`config.mk`:
```
export PLATFORM = sky130hd
export DESIGN_NAME = pipe4_ctrl
export DESIGN_NICKNAME = d
export VERILOG_FILES = /design/src/rtl/pipe4_pkg.sv /design/src/rtl/pipe4_fetch.sv /design/src/rtl/pipe4_early.sv /design/src/rtl/pipe4_exec.sv /design/src/rtl/pipe4_ctrl.sv
export SDC_FILE = /design/constraint.sdc
export NUM_CORES = 2
export LEC_CHECK = 0
export BUFFER_PORTS_ARGS = -buffer_cell sky130_fd_sc_hd__buf_2
export CAP_MARGIN = 20
export CORE_ASPECT_RATIO = 1.4
export CORE_MARGIN = 8
export CORE_UTILIZATION = 40
export CTS_CLUSTER_DIAMETER = 30
export DETAILED_ROUTE_END_ITERATION = 10
export PLACE_DENSITY_LB_ADDON = 0.3
export SYNTH_ARGS = -nofsm -noshare
export SYNTH_HDL_FRONTEND = slang
export SYNTH_SLANG_ARGS = --single-unit
```
`constraint.sdc`:
```
create_clock -name clk -period 3.95 [get_ports clk]
set_input_delay 0.79 -clock clk [delete_from_list [all_inputs] [get_ports clk]]
set_output_delay 0.79 -clock clk [all_outputs]
set_load 0.01 [all_outputs]
```
`src/rtl/pipe4_pkg.sv`:
```
package pipe4_pkg;

    localparam int IW  = 32;
    localparam int RSW = 2;
    localparam int NREG = 1 << RSW;

    typedef enum logic [1:0] {
        ST_EMPTY  = 2'b00,
        ST_EXEC   = 2'b01,
        ST_CFALSE = 2'b10,
        ST_SQUASH = 2'b11
    } stat_e;

    localparam logic [3:0] OP_NOP   = 4'd0;
    localparam logic [3:0] OP_SETF  = 4'd1;
    localparam logic [3:0] OP_LDI   = 4'd2;
    localparam logic [3:0] OP_JMP   = 4'd3;
    localparam logic [3:0] OP_JMPD  = 4'd4;
    localparam logic [3:0] OP_JMPR  = 4'd5;
    localparam logic [3:0] OP_JMPRD = 4'd6;

    localparam logic [3:0] COND_ALWAYS = 4'hF;

    function automatic logic cond_pass(input logic [3:0] cnd, input logic z, input logic c);
        return cnd[{z, c}];
    endfunction

    function automatic logic is_early(input logic [3:0] cnd, input logic [3:0] op);
        return (cnd == COND_ALWAYS) && ((op == OP_JMP) || (op == OP_JMPD));
    endfunction

endpackage

```
`src/rtl/pipe4_fetch.sv`:
```
module pipe4_fetch
    import pipe4_pkg::*;
#(
    parameter int AW = 6
) (
    input  logic              clk,
    input  logic              rst_n,
    input  logic              we,
    input  logic [AW-1:0]     waddr,
    input  logic [IW-1:0]     wdata,
    input  logic              late_take,
    input  logic [AW-1:0]     late_tgt,
    input  logic              early_take,
    input  logic [AW-1:0]     early_tgt,
    output logic              s1_occ,
    output logic [AW-1:0]     s1_pc,
    output logic [IW-1:0]     s1_ins
);
    localparam int DEPTH = 1 << AW;

    typedef enum logic {FS_BOOT, FS_RUN} fstate_e;
    typedef enum logic [1:0] {SRC_BOOT, SRC_SEQ, SRC_EARLY, SRC_LATE} fsrc_e;

    fstate_e        state_q, state_d;
    fsrc_e          src;
    logic [AW-1:0]  last_q;
    logic [AW-1:0]  faddr;
    logic [IW-1:0]  mem [DEPTH];

    always_ff @(posedge clk) begin
        if (!rst_n) state_q <= FS_BOOT;
        else        state_q <= state_d;
    end

    always_comb begin
        state_d = state_q;
        unique case (state_q)
            FS_BOOT: state_d = FS_RUN;
            FS_RUN:  state_d = FS_RUN;
        endcase
    end

    always_comb begin
        if (state_q == FS_BOOT) src = SRC_BOOT;
        else if (late_take)     src = SRC_LATE;
        else if (early_take)    src = SRC_EARLY;
        else                    src = SRC_SEQ;
    end

    always_comb begin
        unique case (src)
            SRC_BOOT:  faddr = '0;
            SRC_LATE:  faddr = late_tgt;
            SRC_EARLY: faddr = early_tgt;
            SRC_SEQ:   faddr = last_q + 1'b1;
        endcase
    end

    always_ff @(posedge clk) begin
        if (we) mem[waddr] <= wdata;
    end

    always_ff @(posedge clk) begin
        if (!rst_n) begin
            s1_occ <= 1'b0;
            s1_pc  <= '0;
            s1_ins <= '0;
            last_q <= '0;
        end else begin
            s1_occ <= 1'b1;
            s1_pc  <= faddr;
            s1_ins <= mem[faddr];
            last_q <= faddr;
        end
    end

endmodule

```
`src/rtl/pipe4_early.sv`:
```
module pipe4_early
    import pipe4_pkg::*;
#(
    parameter int AW = 6
) (
    input  logic          s2_live,
    input  logic          blocked,
    input  logic [3:0]    cnd,
    input  logic [3:0]    op,
    input  logic [AW-1:0] imm,
    output logic          early_take,
    output logic          early_cancel,
    output logic [AW-1:0] early_tgt
);
    always_comb begin
        early_take   = s2_live && !blocked && is_early(cnd, op);
        early_cancel = early_take && (op == OP_JMP);
        early_tgt    = imm;
    end
endmodule

```
`src/rtl/pipe4_exec.sv`:
```
module pipe4_exec
    import pipe4_pkg::*;
#(
    parameter int AW = 6
) (
    input  logic           clk,
    input  logic           rst_n,
    input  logic           occ,
    input  logic           sq,
    input  logic [3:0]     cnd,
    input  logic [3:0]     op,
    input  logic [RSW-1:0] rsel,
    input  logic [AW-1:0]  imm,
    output logic [1:0]     status,
    output logic           late_take,
    output logic           late_cancel,
    output logic [AW-1:0]  late_tgt,
    output logic           flag_z,
    output logic           flag_c
);
    logic          pass;
    logic          exec;
    stat_e         st;
    logic [AW-1:0] rf [NREG];

    always_comb begin
        pass = cond_pass(cnd, flag_z, flag_c);
        exec = occ && !sq && pass;
        if (!occ)      st = ST_EMPTY;
        else if (sq)   st = ST_SQUASH;
        else if (pass) st = ST_EXEC;
        else           st = ST_CFALSE;
        status = st;
    end

    always_comb begin
        late_take   = 1'b0;
        late_cancel = 1'b0;
        late_tgt    = imm;
        unique case (op)
            OP_JMP: begin
                late_take   = exec && !is_early(cnd, op);
                late_cancel = late_take;
            end
            OP_JMPD: begin
                late_take   = exec && !is_early(cnd, op);
            end
            OP_JMPR: begin
                late_take   = exec;
                late_cancel = exec;
                late_tgt    = rf[rsel];
            end
            OP_JMPRD: begin
                late_take   = exec;
                late_tgt    = rf[rsel];
            end
            default: ;
        endcase
    end

    always_ff @(posedge clk) begin
        if (!rst_n) begin
            flag_z <= 1'b0;
            flag_c <= 1'b0;
        end else if (exec && op == OP_SETF) begin
            flag_z <= imm[1];
            flag_c <= imm[0];
        end
    end

    generate
        for (genvar g = 0; g < NREG; g++) begin : g_rf
            always_ff @(posedge clk) begin
                if (!rst_n)
                    rf[g] <= '0;
                else if (exec && op == OP_LDI && rsel == RSW'(g))
                    rf[g] <= imm;
            end
        end
    endgenerate

endmodule

```
`src/rtl/pipe4_ctrl.sv`:
```
module pipe4_ctrl
    import pipe4_pkg::*;
#(
    parameter int AW = 6
) (
    input  logic          clk,
    input  logic          rst_n,
    input  logic          imem_we,
    input  logic [AW-1:0] imem_waddr,
    input  logic [31:0]   imem_wdata,
    output logic          ret_valid,
    output logic [AW-1:0] ret_pc,
    output logic [31:0]   ret_instr,
    output logic [1:0]    ret_status,
    output logic [7:0]    stage_status,
    output logic          flag_z,
    output logic          flag_c
);
    logic          s1_occ;
    logic [AW-1:0] s1_pc;
    logic [IW-1:0] s1_ins;
    logic          s2_occ, s3_occ, s4_occ;
    logic          s2_sq,  s3_sq,  s4_sq;
    logic [AW-1:0] s2_pc,  s3_pc,  s4_pc;
    logic [IW-1:0] s2_ins, s3_ins, s4_ins;

    logic          late_take, late_cancel, early_take, early_cancel;
    logic [AW-1:0] late_tgt, early_tgt;
    logic [1:0]    s4_status;

    pipe4_fetch #(.AW(AW)) fetch_i (
        .clk(clk), .rst_n(rst_n),
        .we(imem_we), .waddr(imem_waddr), .wdata(imem_wdata),
        .late_take(late_take), .late_tgt(late_tgt),
        .early_take(early_take), .early_tgt(early_tgt),
        .s1_occ(s1_occ), .s1_pc(s1_pc), .s1_ins(s1_ins)
    );

    pipe4_early #(.AW(AW)) early_i (
        .s2_live(s2_occ && !s2_sq),
        .blocked(late_take),
        .cnd(s2_ins[31:28]), .op(s2_ins[27:24]), .imm(s2_ins[AW-1:0]),
        .early_take(early_take), .early_cancel(early_cancel), .early_tgt(early_tgt)
    );

    pipe4_exec #(.AW(AW)) exec_i (
        .clk(clk), .rst_n(rst_n),
        .occ(s4_occ), .sq(s4_sq),
        .cnd(s4_ins[31:28]), .op(s4_ins[27:24]),
        .rsel(s4_ins[16 +: RSW]), .imm(s4_ins[AW-1:0]),
        .status(s4_status),
        .late_take(late_take), .late_cancel(late_cancel), .late_tgt(late_tgt),
        .flag_z(flag_z), .flag_c(flag_c)
    );

    always_ff @(posedge clk) begin
        if (!rst_n) begin
            s2_occ <= 1'b0; s3_occ <= 1'b0; s4_occ <= 1'b0;
            s2_sq  <= 1'b0; s3_sq  <= 1'b0; s4_sq  <= 1'b0;
            s2_pc  <= '0;   s3_pc  <= '0;   s4_pc  <= '0;
            s2_ins <= '0;   s3_ins <= '0;   s4_ins <= '0;
        end else begin
            s2_occ <= s1_occ;
            s2_sq  <= late_cancel || early_cancel;
            s2_pc  <= s1_pc;
            s2_ins <= s1_ins;
            s3_occ <= s2_occ;
            s3_sq  <= s2_sq || late_cancel;
            s3_pc  <= s2_pc;
            s3_ins <= s2_ins;
            s4_occ <= s3_occ;
            s4_sq  <= s3_sq || late_cancel;
            s4_pc  <= s3_pc;
            s4_ins <= s3_ins;
        end
    end

    function automatic logic [1:0] mid_stat(input logic occ, input logic sq);
        if (!occ)    return ST_EMPTY;
        else if (sq) return ST_SQUASH;
        else         return ST_EXEC;
    endfunction

    always_comb begin
        stage_status[1:0] = mid_stat(s1_occ, 1'b0);
        stage_status[3:2] = mid_stat(s2_occ, s2_sq);
        stage_status[5:4] = mid_stat(s3_occ, s3_sq);
        stage_status[7:6] = s4_status;
        ret_valid  = s4_occ;
        ret_pc     = s4_pc;
        ret_instr  = s4_ins;
        ret_status = s4_status;
    end

endmodule

```
==> summary.md <==
| Metric | Value |
|---|---|
| Die span in y | `between 500 and 600 um` |
| Cells after Synth | `6344` |
| Max Slew Vio Count | `0` |
| Crit path required time | `~4.7 ns` |
| Post-synthesis async set-or-reset flop share | `0` |
| Initial antenna violation count | `13` |
| R2R setup slack | `around 0.017 ns` |
| Warnings from Yosys | `0` |
| GP Congestion | `roughly 0.86` |
| Top cell type's share of synthesized area | `0.725` |
| Place WS | `-0.598 ns` |
| Area delta synth->final | `21.8%` |
| Top sig layer | `met5` |
| Leak | `approximately 36 nW` |
| Top post-synthesis cells by area | `edfxtp_1, nand2_1, dfxtp_1` |
| Detailed Route WL | `roughly 270 mm` |
| Fin area | `0.105 sq mm` |
| Clk slew on worst S/H paths | `approximately 0.060 ns` |
| EDFF count, synth | `2072` |
| GR Util All Layers | `0.226` |
| Placed insts | `approximately 9300` |
| Post-layout net count | `6827` |
| Core Region | `roughly 0.21 sq mm` |
| Hold WS | `0.309 ns` |
| Crit Path Max Fanout | `25` |
| Dominant cell type by area after synthesis | `edfxtp_1` |
| Crit path capture type | `flip-flop` |
| Final Setup Violations | `0` |
| Post-Syn Area | `approximately 0.086 sq mm` |
| Vias/cell | `5.73` |
| Layout Skew | `approximately 0.043 ns` |
| Setup TNS | `0 ns` |
| Unrepaired setup endpoints after global routing | `yes` |
| Most frequent cells in the layout | `edfxtp_1, nand2_1, nand3_1` |
| Core Rows | `201` |
| Initial Utilization | `0.402` |
| Placed Area | `between 0.09 and 0.1 sq mm` |
| Routed vias | `56600` |
| Min cycle time layout | `3.93 ns` |
| IO buf count | `90` |
| Worst slew pin tran | `1.12 ns` |
| Die width | `slightly above 400 um` |
| Run status | `finished clean` |
| CP Class | `flip-flop to flip-flop` |
| Most common cell after layout, fill and taps aside | `edfxtp_1` |
| H-tree depth | `5` |
| Yosys reg bits | `around 2200` |
| Hold crit path type | `input pin to flip-flop` |
| Detail Placement HPWL | `160 mm` |
| Post-route insts no fill | `between 9000 and 10000` |
| CTS root buf | `clkbuf_16` |
| Initial DRC count | `6322` |
| Detailed Routing Iterations Pass 1 | `6` |
| Per-cell routed wire length | `approximately 27 um` |
| Slew margin rel. | `0.254` |
| Critical Path Source Type | `flip-flop` |
| Die Area | `between 0.2 and 0.25 sq mm` |
| Detail Route met2 WL | `135 mm` |
| Post-synthesis sequential area ratio | `0.762` |
| Largest net degree at the start of global routing | `between 60 and 70` |
| Fillers | `~18000` |
| Worst skew pair latency | `0.84 ns` |
| Clock sinks | `about 2200` |
| Net count after synthesis | `between 6000 and 7000` |
| Final ANT Viol Nets | `0` |
| Synth Area per Inst | `~14 sq um` |
| Fraction of layout cells with a size suffix above 1 | `0.170` |
| Final hold violation count | `0` |
| Vias in the first global route | `55500` |
| Post-route setup slack | `about 0.017 ns` |
| Hold buffer count at cts | `0` |
| Boundary Pins | `just over 90` |
| Global route total overflow | `0` |
| Wl on met1 | `between 90 and 100 mm` |
| VDD IR max | `approximately 0.44 mV` |
| Longest Clk Path Bufs | `4` |
| Critical path arrival | `around 4.7 ns` |
| First-pass GRT wire length | `between 300 and 400 mm` |
| DRC | `0` |
| Power per Cell Area | `about 540 mW/mm^2` |
| Met3 wire length | `roughly 23 mm` |
| CTS tree | `done` |
| Commonest register cell after synthesis | `edfxtp_1` |
| Synth unique cells | `67` |
| Max Cap Viol | `0` |
| CTS Buf Count | `308` |
| Fmax | `between 200 and 300 MHz` |
| Final period utilization | `0.996` |
-- synth_stat cells, drive strengths merged, types with 5 or more instances --
cell type / number
clkbuf: 231
nor3: 9
nand2: 1834
inv: 6
a32oi: 59
mux2: 12
nor2b: 9
a221o: 6
o21ai: 37
edfxtp: 2072
mux4: 7
or3: 5
nor2: 101
nand4: 348
a311oi: 6
a32o: 29
o211ai: 27
dfxtp: 161
o2111ai: 24
and2: 148
nand2b: 5
a31oi: 76
and3: 48
nand3b: 5
a2111oi: 7
mux2i: 130
nor4: 44
buf: 180
a21oi: 120
nand3: 545
-- stage by stage --
stage | total power, mW | utilization
4_1_cts | 56.1 | 0.486
3_5_place_dp | 28.9 | 0.436
5_1_grt | 57.3 | 0.489
2_1_floorplan | 27.7 | -
3_3_place_gp | 28.8 | 0.436
6_report | 56.0 | 0.489
-- timing repair --
action                                  in CTS  in global routing
pin swaps                                    2                  8
resized for setup                           20                 33
endpoints found under the setup margin      28                 30
setup buffers                                4                  7
gates cloned                                 2                  6
-- worst max-delay path, cell delays in order (launching register included) --
cell	delay (ns)
dfxtp_1	0.33
or3b_1	0.43
a211o_4	0.44
or3_1	0.34
a221o_2	0.49
a2111oi_4	0.35
buf_4	0.24
buf_6	0.45
nand3_1	0.14
nand4_1	0.17
nor4_2	0.07
buf_4	0.15
a22o_1	0.19
-- state kept, by name (all words and copies together) (netlist names), 6 cells and up --
name / flops
fetch_i.mem: 2048
fetch_i.s1_ins: 32
ret_instr: 32
s2_ins: 32
s3_ins: 32
exec_i.rf: 24
fetch_i.s1_pc: 6
ret_pc: 6
s2_pc: 6
s3_pc: 6
-- per-layer routing --
layer,vias to the layer above,global-route usage
li1,24400,-
met1,28600,0.279
met2,2964,0.390
met3,663,0.0408
met4,6,0.0974
met5,-,0
-- cell type report --
type | count | area (sq um) | area share
clock inverter | 215 | 2240 | 0.0214
antenna | 7 | 17.5 | 0.000168
timing repair buffer | 542 | 5710 | 0.0546
multi-input combinational | 3694 | 19500 | 0.186
sequential | 2233 | 65400 | 0.626
clock buffer | 345 | 8100 | 0.0774
tap | 2842 | 3560 | 0.0340
inverter | 6 | 22.5 | 0.000215
-- power by group --
group / total, mW / switching [mW] / internal (mW)
clock network: 27.5 / 10.9 / 16.5
logic: 2.35 / 1.63 / 0.724
registers: 26.2 / 0.111 / 26.1
-- kinds of logic (layout without fill, tap and decap cells) --
logic type,Yosys count,after routing,synth area share
and+or+nand+nor,3111,3111,0.163
other,1,8,0.0000437
buffers and inverters,417,1108,0.0207
adders and majority gates,1,1,0.000146
DFF,2233,2233,0.762
xor gates and xnor gates,4,4,0.000408
AOI/OAI and AO/OA,428,428,0.0350
muxes,149,149,0.0189
-- worst paths after layout --
kind	cells past startpoint	from	endpoint
setup reg to reg	12	s2_ins[24]	fetch_i.s1_ins[27]
hold reg to reg	1	s2_ins[11]	s3_ins[11]
hold / removal	1	imem_wdata[13]	fetch_i.mem[22][13]
setup / recovery	12	s2_ins[24]	fetch_i.s1_ins[27]
No activity file was read; power rests on OpenSTA's default activity.
